--- src/rtl/uivr_pkg.sv ---
// Package: shared constants and types for the interrupt vector register block.
// Assumes channels come in groups of four, each channel owning an 8-byte window.
package uivr_pkg;
    localparam int WIN_BYTES = 8;
    localparam int GROUP_CH  = 4;
    localparam int OFF_W     = 3;   // address bits inside one channel window
    localparam int GRP_W     = 2;   // address bits selecting a channel within a group

    typedef enum logic [1:0] {
        REFCLK_X1 = 2'b00,
        REFCLK_X2 = 2'b01,
        REFCLK_X4 = 2'b10,
        REFCLK_X8 = 2'b11
    } refclk_e;
endpackage

--- src/rtl/uivr_decode.sv ---
// Module: host byte address decoder.
// Splits each host access into either a vector register hit (top byte of the
// last channel in a group of four) or a channel window select.
// Assumes single-cycle rd/wr strobes and byte-wide accesses only.
module uivr_decode #(
    parameter int NUM_CH  = 8,
    parameter int ADDR_W  = 6,
    parameter int CH_W    = 3,
    parameter int NUM_VEC = 2,
    parameter int VSEL_W  = 1
) (
    input  logic              clk,
    input  logic              rst_n,
    input  logic [ADDR_W-1:0] addr,
    input  logic              rd,
    input  logic              wr,
    output logic              vec_hit,
    output logic [VSEL_W-1:0] vec_sel,
    output logic              chan_cs,
    output logic [CH_W-1:0]   chan_idx,
    output logic [NUM_VEC-1:0] rd_hit,
    output logic [NUM_VEC-1:0] wr_hit
);
    import uivr_pkg::*;

    logic is_vec_addr;
    logic access;

    // Recognise the reserved top byte of the last channel of a group.
    always_comb begin
        is_vec_addr = (&addr[OFF_W-1:0]) && (&addr[OFF_W+GRP_W-1:OFF_W]);
        access      = rd | wr;
        vec_hit     = access && is_vec_addr;
        chan_cs     = access && !is_vec_addr;
        chan_idx    = addr[ADDR_W-1:OFF_W];
    end

    // Extract the group number; a single group needs no address bits.
    generate
        if (NUM_VEC > 1) begin : g_multi
            always_comb vec_sel = addr[ADDR_W-1:OFF_W+GRP_W];
        end else begin : g_single
            always_comb vec_sel = '0;
        end
    endgenerate

    // Per-group strobes for the pending latches and control registers.
    always_comb begin
        for (int g = 0; g < NUM_VEC; g++) begin
            rd_hit[g] = rd && is_vec_addr && (32'(vec_sel) == g);
            wr_hit[g] = wr && is_vec_addr && (32'(vec_sel) == g);
        end
    end


    hit_excludes_chan_chk: assert property (@(posedge clk) disable iff (!rst_n)
        vec_hit |-> !chan_cs);

    hit_needs_access_chk: assert property (@(posedge clk) disable iff (!rst_n)
        $onehot0(rd_hit) && $onehot0(wr_hit));
endmodule

--- src/rtl/uivr_pend_group.sv ---
// Module: pending latches for one group of four channels.
// A latch sets when its enabled source is high. A read of the group's vector
// register clears every latch whose source is low in that cycle. Setting wins.
module uivr_pend_group #(
    parameter int GCH = 4
) (
    input  logic           clk,
    input  logic           rst_n,
    input  logic [GCH-1:0] src,
    input  logic           rd_hit,
    output logic [GCH-1:0] pend
);
    // Capture requests and release quiet latches on a vector read.
    always_ff @(posedge clk) begin
        if (!rst_n) begin
            pend <= '0;
        end else if (rd_hit) begin
            pend <= src;
        end else begin
            pend <= pend | src;
        end
    end

    generate
        for (genvar j = 0; j < GCH; j++) begin : g_chk

            req_latched_chk: assert property (@(posedge clk) disable iff (!rst_n)
                src[j] |=> pend[j]);

            no_spurious_set_chk: assert property (@(posedge clk) disable iff (!rst_n)
                (!pend[j] && !src[j]) |=> !pend[j]);

            hold_without_read_chk: assert property (@(posedge clk) disable iff (!rst_n)
                (pend[j] && !rd_hit) |=> pend[j]);

            clear_on_quiet_read_chk: assert property (@(posedge clk) disable iff (!rst_n)
                (rd_hit && !src[j]) |=> !pend[j]);
        end
    endgenerate
endmodule

--- src/rtl/uivr_ctrl.sv ---
// Module: host-written control fields of the first vector register.
// Holds the global interrupt enable (D7) and the reference clock select (D1..D0).
module uivr_ctrl (
    input  logic       clk,
    input  logic       rst_n,
    input  logic       wr_hit,
    input  logic [7:0] wdata,
    output logic       global_en,
    output logic [1:0] clk_sel
);
    import uivr_pkg::*;

    refclk_e sel_q;

    // Load the control fields on a write to the first vector register.
    always_ff @(posedge clk) begin
        if (!rst_n) begin
            global_en <= 1'b0;
            sel_q     <= REFCLK_X1;
        end else if (wr_hit) begin
            global_en <= wdata[7];
            sel_q     <= refclk_e'(wdata[1:0]);
        end
    end

    always_comb clk_sel = sel_q;


    gie_follows_write_chk: assert property (@(posedge clk) disable iff (!rst_n)
        wr_hit |=> (global_en == $past(wdata[7])));

    sel_stable_chk: assert property (@(posedge clk) disable iff (!rst_n)
        !wr_hit |=> $stable(clk_sel));
    // the unused data bits D6..D2 are reserved and must stay known
    reserved_known_chk: assert property (@(posedge clk) disable iff (!rst_n)
        wr_hit |-> !$isunknown(wdata[6:2]));
endmodule

--- src/rtl/uivr_top.sv ---
// Module: interrupt vector register for a bank of serial channels.
// Merges the enabled channel requests onto one active-low host line, reports
// pending channels active-low per group of four, and decodes host accesses.
// Assumes NUM_CH is a multiple of four and that the host uses byte accesses only.
module uivr_top #(
    parameter int NUM_CH  = 8,
    parameter int CH_W    = $clog2(NUM_CH),
    parameter int ADDR_W  = CH_W + 3,
    parameter int NUM_VEC = NUM_CH / 4,
    parameter int VSEL_W  = (NUM_VEC > 1) ? $clog2(NUM_VEC) : 1
) (
    input  logic              clk,
    input  logic              rst_n,
    input  logic [NUM_CH-1:0] ch_irq,
    input  logic [NUM_CH-1:0] ch_irq_dis,
    input  logic [ADDR_W-1:0] host_addr,
    input  logic              host_rd,
    input  logic              host_wr,
    input  logic [7:0]        host_wdata,
    output logic [7:0]        host_rdata,
    output logic              vec_hit,
    output logic [VSEL_W-1:0] vec_sel,
    output logic              chan_cs,
    output logic [CH_W-1:0]   chan_idx,
    output logic [1:0]        clk_sel,
    output logic              global_en,
    output logic              host_irq_n
);
    import uivr_pkg::*;

    logic [NUM_VEC-1:0] rd_hit;
    logic [NUM_VEC-1:0] wr_hit;
    logic [NUM_CH-1:0]  src;
    logic [NUM_CH-1:0]  pend;

    uivr_decode #(
        .NUM_CH(NUM_CH), .ADDR_W(ADDR_W), .CH_W(CH_W),
        .NUM_VEC(NUM_VEC), .VSEL_W(VSEL_W)
    ) u_decode (
        .clk(clk), .rst_n(rst_n),
        .addr(host_addr), .rd(host_rd), .wr(host_wr),
        .vec_hit(vec_hit), .vec_sel(vec_sel),
        .chan_cs(chan_cs), .chan_idx(chan_idx),
        .rd_hit(rd_hit), .wr_hit(wr_hit)
    );

    uivr_ctrl u_ctrl (
        .clk(clk), .rst_n(rst_n),
        .wr_hit(wr_hit[0]), .wdata(host_wdata),
        .global_en(global_en), .clk_sel(clk_sel)
    );

    // Qualify each raw request with its channel enable.
    always_comb src = ch_irq & ~ch_irq_dis;

    generate
        for (genvar g = 0; g < NUM_VEC; g++) begin : g_grp
            uivr_pend_group #(.GCH(GROUP_CH)) u_pend (
                .clk(clk), .rst_n(rst_n),
                .src(src[g*GROUP_CH +: GROUP_CH]),
                .rd_hit(rd_hit[g]),
                .pend(pend[g*GROUP_CH +: GROUP_CH])
            );
        end
    endgenerate

    // Return the addressed group's latches active-low; reserved bits read 0.
    always_comb begin
        host_rdata = '0;
        for (int g = 0; g < NUM_VEC; g++) begin
            if (vec_hit && (32'(vec_sel) == g))
                host_rdata = {4'b0000, ~pend[g*GROUP_CH +: GROUP_CH]};
        end
    end

    // Drive the shared host line from enabled latches under the global enable.
    always_comb host_irq_n = !(global_en && |(pend & ~ch_irq_dis));


    irq_quiet_when_off_chk: assert property (@(posedge clk) disable iff (!rst_n)
        !global_en |-> host_irq_n);

    reserved_zero_chk: assert property (@(posedge clk) disable iff (!rst_n)
        host_rdata[7:4] == 4'b0000);
endmodule

--- config.mk ---
export PLATFORM = sky130hd
export DESIGN_NAME = uivr_top
export DESIGN_NICKNAME = d
export VERILOG_FILES = /design/src/rtl/uivr_pkg.sv /design/src/rtl/uivr_decode.sv /design/src/rtl/uivr_pend_group.sv /design/src/rtl/uivr_ctrl.sv /design/src/rtl/uivr_top.sv
export SDC_FILE = /design/constraint.sdc
export NUM_CORES = 1
export LEC_CHECK = 0
export ABC_AREA = 1
export BUFFER_PORTS_ARGS = -buffer_cell sky130_fd_sc_hd__buf_2
export CORE_MARGIN = 2
export CORE_UTILIZATION = 39
export DETAILED_ROUTE_END_ITERATION = 12
export HOLD_SLACK_MARGIN = 0.02
export PLACE_DENSITY_LB_ADDON = 0.1
export SYNTH_ARGS = -nofsm -noshare
export SYNTH_HDL_FRONTEND = slang
export SYNTH_HIERARCHICAL = 1
export SYNTH_SLANG_ARGS = --single-unit
--- constraint.sdc ---
create_clock -name clk -period 1.15 [get_ports clk]
set_clock_uncertainty 0.05 [all_clocks]
set_input_delay 0.115 -clock clk [delete_from_list [all_inputs] [get_ports clk]]
set_output_delay 0.115 -clock clk [all_outputs]
set_load 0.1 [all_outputs]
# After elaboration in Yosys (flattened, before gate mapping)
# Cells that the tools add are included.
# W data, S select, Z words.
[op_classes]
n_addsub = 0
n_mul = 0
div_mod_pow = 0
order_cmp = 0
eq_ne = 0
n_shift = 0
muxes = 4
n_bitwise = 9
n_reduce_logical = 16
[ops]
columns = ["operator", "count"]
rows = [
  ["$and A8 B8 Y8", 2],
  ["$mux W4", 4],
  ["$logic_and A1 B1 Y1", 11],
  ["$not A4 Y4", 2],
  ["$not A8 Y8", 1],
  ["$or A4 B4 Y4", 2],
  ["$reduce_or A8 Y1", 1],
  ["$reduce_and A3 Y1", 1],
  ["$logic_not A1 Y1", 2],
  ["$reduce_and A2 Y1", 1],
  ["$not A1 Y1", 1],
  ["$or A1 B1 Y1", 1],
]
[totals]
regBits = 11
latch_bits = 0
mem_bits_rw = 0
romBits = 0
out_inout_bits = 18
word_cells = 33
n_memories = 0

# Depth between registers and ports, before layout
[depth]
word_depth = 6
mapped_depth = 7
depth_no_buf = 7

# Modules after synthesis
# Netlist, hierarchy kept.
[modules_own_cells]
columns = ["mod", "n_inst", "cells_each", "area_each_um2", "seq_area_each_um2"]
rows = [
  ["uivr_pend_group", 2, 18, 137.6, 80.1],
  ["uivr_top", 1, 52, 220.2, 0.0],
  ["uivr_ctrl", 1, 18, 116.4, 60.1],
  ["uivr_decode", 1, 19, 110.1, 0.0],
]

# Worst setup path after synthesis
# No wires, ideal clock.
[synth_timing]
path_type = "input -> output"
start = "input port host_addr[4]"
end = "output port host_rdata[0]"
t_arrival_ps = 2789
path_slack_ps = -1804
path_stages = 6
cell_sequence = "nand2_2 -> nor2_4 -> nand3_2 -> nand2_1 -> nand2_1 -> o22ai_1"
[synth_between]
elab_chain_len = 6
word_cells_on_any_way = 7
classes_between = "mux: 2; reduce/logical: 5"
[synth_rtl]
columns = ["element", "line", "source"]
rows = [
  ["from (decl)", "uivr_top.sv:16", "input logic [ADDR_W-1:0] host_addr,"],
  ["$reduce_and A2 Y1 *", "uivr_decode.sv:31", "is_vec_addr = (&addr[OFF_W-1:0]) && (&addr[OFF_W+GRP_W-1:OFF_W]);"],
  ["$logic_and A1 B1 Y1 *", "uivr_decode.sv:31", ""],
  ["$logic_and A1 B1 Y1 *", "uivr_decode.sv:33", "vec_hit = access && is_vec_addr;"],
  ["via vec_hit", "uivr_top.sv:21", "output logic vec_hit,"],
  ["$logic_and A1 B1 Y1", "uivr_top.sv:71", "if (vec_hit && (32'(vec_sel) == g))"],
  ["$mux W4", "uivr_top.sv:71", ""],
  ["$mux W4 *", "uivr_top.sv:71", ""],
  ["to (decl)", "uivr_top.sv:20", "output logic [7:0] host_rdata,"],
]
# Mark *: on every way through the listed nets, which the timed path passes. The rest lies on a longest branch.

# Worst setup path in the final report
[layout_timing]
start = "register g_grp[0].u_pend.pend[1]"
end = "output port host_irq_n"
[layout_between]
elab_chain_len = 4
[layout_rtl]
columns = ["element", "line", "source"]
rows = [
  ["from (decl)", "uivr_pend_group.sv:11", "output logic [GCH-1:0] pend"],
  ["from (signal assigned)", "uivr_pend_group.sv:18", "pend <= src;"],
  ["from (signal assigned)", "uivr_pend_group.sv:20", "pend <= pend | src;"],
  ["$and A8 B8 Y8", "uivr_top.sv:77", "always_comb host_irq_n = !(global_en && |(pend & ~ch_irq_dis));"],
  ["$reduce_or A8 Y1", "uivr_top.sv:77", ""],
  ["$logic_and A1 B1 Y1", "uivr_top.sv:77", ""],
  ["$logic_not A1 Y1", "uivr_top.sv:77", ""],
  ["to (decl)", "uivr_top.sv:27", "output logic host_irq_n"],
]
# Every way passes these cells.

==> out/results.env <==
GLOBAL_ROUTE.USAGE.MET2_PCT=33.7
RUN_STATUS='complete, but fails checks'
CLOCK_INSERTION_DELAY_WORST_SKEW_PS=280
HTREEDEPTH=1
FINALWORSTSETUPSLACK_PS=-182
FINALSETUPVIOLATIONS=5
CRITICAL_PATH.MAX_FANOUT=2
SYNTH-WARNING-COUNT=6
FINAL_ANTENNA_NET_COUNT=0
SYN_TO_FINAL_GROWTH_PCT=100
OVERFLOW=0
LAYOUT.AREA.SEQ_UM2=238
WHS_PS=40.8
VIOLATIONS='negative setup slack'
DETAIL_ROUTE.VIAS_PER_CELL=4.22
ANTENNA_VIOLATIONS_BEFORE_REPAIR=0
VIA_COUNT=865
ENDPOINT_KIND='output pin'
TIMING.CRITICAL_PATH.ARRIVAL_PS=1170
CELLLEAKAGEPOWER_nW=0.760
SETUP_TNS_PS=-780
DIEHEIGHT_UM=46.9
POWER_PER_CELL_AREA_mW_PER_MM2=809
TIMING.CRITICAL_PATH.REQUIRED_PS=990
CTS_MADE_BUFFERS=3
NETLIST_AREA_UM2=718
IR_DROP_V=0.000761
CPMOSTUSEDCELL='nand2_1'
HOLD_VIOL=0
CORE_AREA_MM2=0.00173
FINALWORSTPATHREQUIREDPERIOD_PS=1330
FINALWEIGHTEDCONGESTION=0.754
TIMING_WORST_SETUP_PATH_TYPE='reg -> out'
GRT.BUSIEST_LAYER='met2'
DESIGN.FINAL.NETS=215
NUMBER_OF_ANTENNA_DIODES=0
CRITICAL_PATH_TOP_DELAY_CELL='dfxtp_4'
ALL_LAYER_GR_USAGE_PCT=20.2
CRITICAL_PATH.CELL_CHAIN='nand2_1, nand2_1, nor2_1, nand2_1, nand2_4, buf_12'
FMAX_MHz=750
ROUTE.DETAILED.WL_PER_INST_UM=10.8
HOLD_CLASS='in -> reg'
NUM_IO_PINS=52
CRIT_PATH_START_KIND='flop'
AREA_OF_THE_MULTI_INPUT_GATES_UM2=453
NUM_ROWS=15
LAYOUT.FILLER_CELLS=110
DETAIL_ROUTE.FIRST_PASS.ITERATIONS=6
TOTAL_POWER_mW=1.16
DRV_SLEW=0
CTS-ROOT-BUF='clkbuf_4'
DRC=0
DIE_W_UM=46.9
FINAL.PERIOD_UTILIZATION_PCT=116
GRT_SETUP_UNREPAIRED='true'
TIMING.CRITICAL_PATH.SLOWEST_CELL_DELAY_PS=350
NUMCLOCKSINKS=11
FIRST_ITER_VIOLATIONS=13
FIRST_GLOBAL_VIAS=780
CTS_TREE='built'
GLOBAL_ROUTE_WIRE_LENGTH_BEFORE_REPAIR_MM=3.13
AVGSYNTHCELLAREA_UM2=5.79
USE_MET3_PCT=3.85
SYN_INST=124
DIE-AREA_MM2=0.00220
CLKSLEWWORSTSETUPHOLDPATHS_PS=80
SHARE_OF_FINAL_LAYOUT_STANDARD_CELLS_STRONGER_THAN_DRIVE_STRENGTH_1_PCT=48.3
USE_MET1_PCT=25.5
CTS.PATH.MAX_BUFFERS=2
INITIAL_CORE_UTIL_PCT=41.6
GRT_MAX_DEGREE=7
MAX_CAP_VIOL_COUNT=0
WL_MM=2.22
PORT_BUFFERS=42
HPWL_MM=1.59
[worst max-delay path: cells and delay by family (launching register included)]
kind,cells,cell delay (ps)
and+or+nand+nor,5,360
DFF,1,350
buffers and inverters,1,160
[power breakdown]
group | switching (mW) | internal, mW | leakage [nW]
clock | 0.150 | 0.135 | 0.0150
sequential | 0.0147 | 0.402 | 0.0949
combinational | 0.290 | 0.172 | 0.650
[layout make-up]
cell class / instances / area share [%]
clock buffers: 4 / 1.83
flip-flops and latches: 11 / 16.5
repair buffers: 57 / 38.9
inverters: 35 / 9.13
multi-input cells: 73 / 31.5
well taps: 25 / 2.17
[layout by cell type (no fill, tap or decap), drive strengths merged]
cell type	instances
dfxtp	11
inv	35
clkbuf	4
buf	57
o22ai	4
nor2	21
a21oi	9
conb	4
nand2	33
nand3	2
[worst paths after layout]
| check | from | end | slack [ps] | cells after the start |
|---|---|---|---|---|
| worst min register to register | g_grp[0].u_pend/pend[0] | g_grp[0].u_pend/pend[0] | 440 | 2 |
| worst max register to register | g_grp[0].u_pend/pend[1] | g_grp[0].u_pend/pend[1] | 400 | 3 |
| worst max-delay path | g_grp[0].u_pend/pend[1] | host_irq_n | -180 | 6 |
| worst min-delay path | rst_n | u_ctrl/global_en | 40 | 3 |
[state kept, by name (all words and copies together) (netlist names)]
signal / flops
u_ctrl/clk_sel: 2
u_ctrl/global_en: 1
g_grp.u_pend/pend: 8
[metrics by stage]
stage | std cells | worst slack, ps | cell area (µm²) | util, %
2_1_floorplan | 127 | -373 | 868 | -
3_3_place_gp | 197 | -195 | 1330 | 76.9
3_5_place_dp | 197 | -212 | 1330 | 76.9
4_1_cts | 204 | -188 | 1430 | 82.5
5_1_grt | 205 | -229 | 1440 | 83.3
6_report | 205 | -182 | 1440 | 83.3
[layer usage]
| metal | part of all wire [%] | vias to the layer above | routed length (µm) |
|---|---|---|---|
| li1 | - | 458 | - |
| met1 | 37 | 368 | 820 |
| met2 | 55 | 31 | 1220 |
| met3 | 4.5 | 8 | 99 |
| met4 | 3.3 | 0 | 74 |
| met5 | 0 | - | 0 |
[timing repair]
item / CTS / global route
pin swaps: 13 / 5
gates resized for setup: 18 / 2
endpoints found under the setup margin: 6 / 5
cloned: 0 / 0
buffers inserted: 3 / 1
hold buffers: 0 / 0
Power figures use the tool's default switching activity.
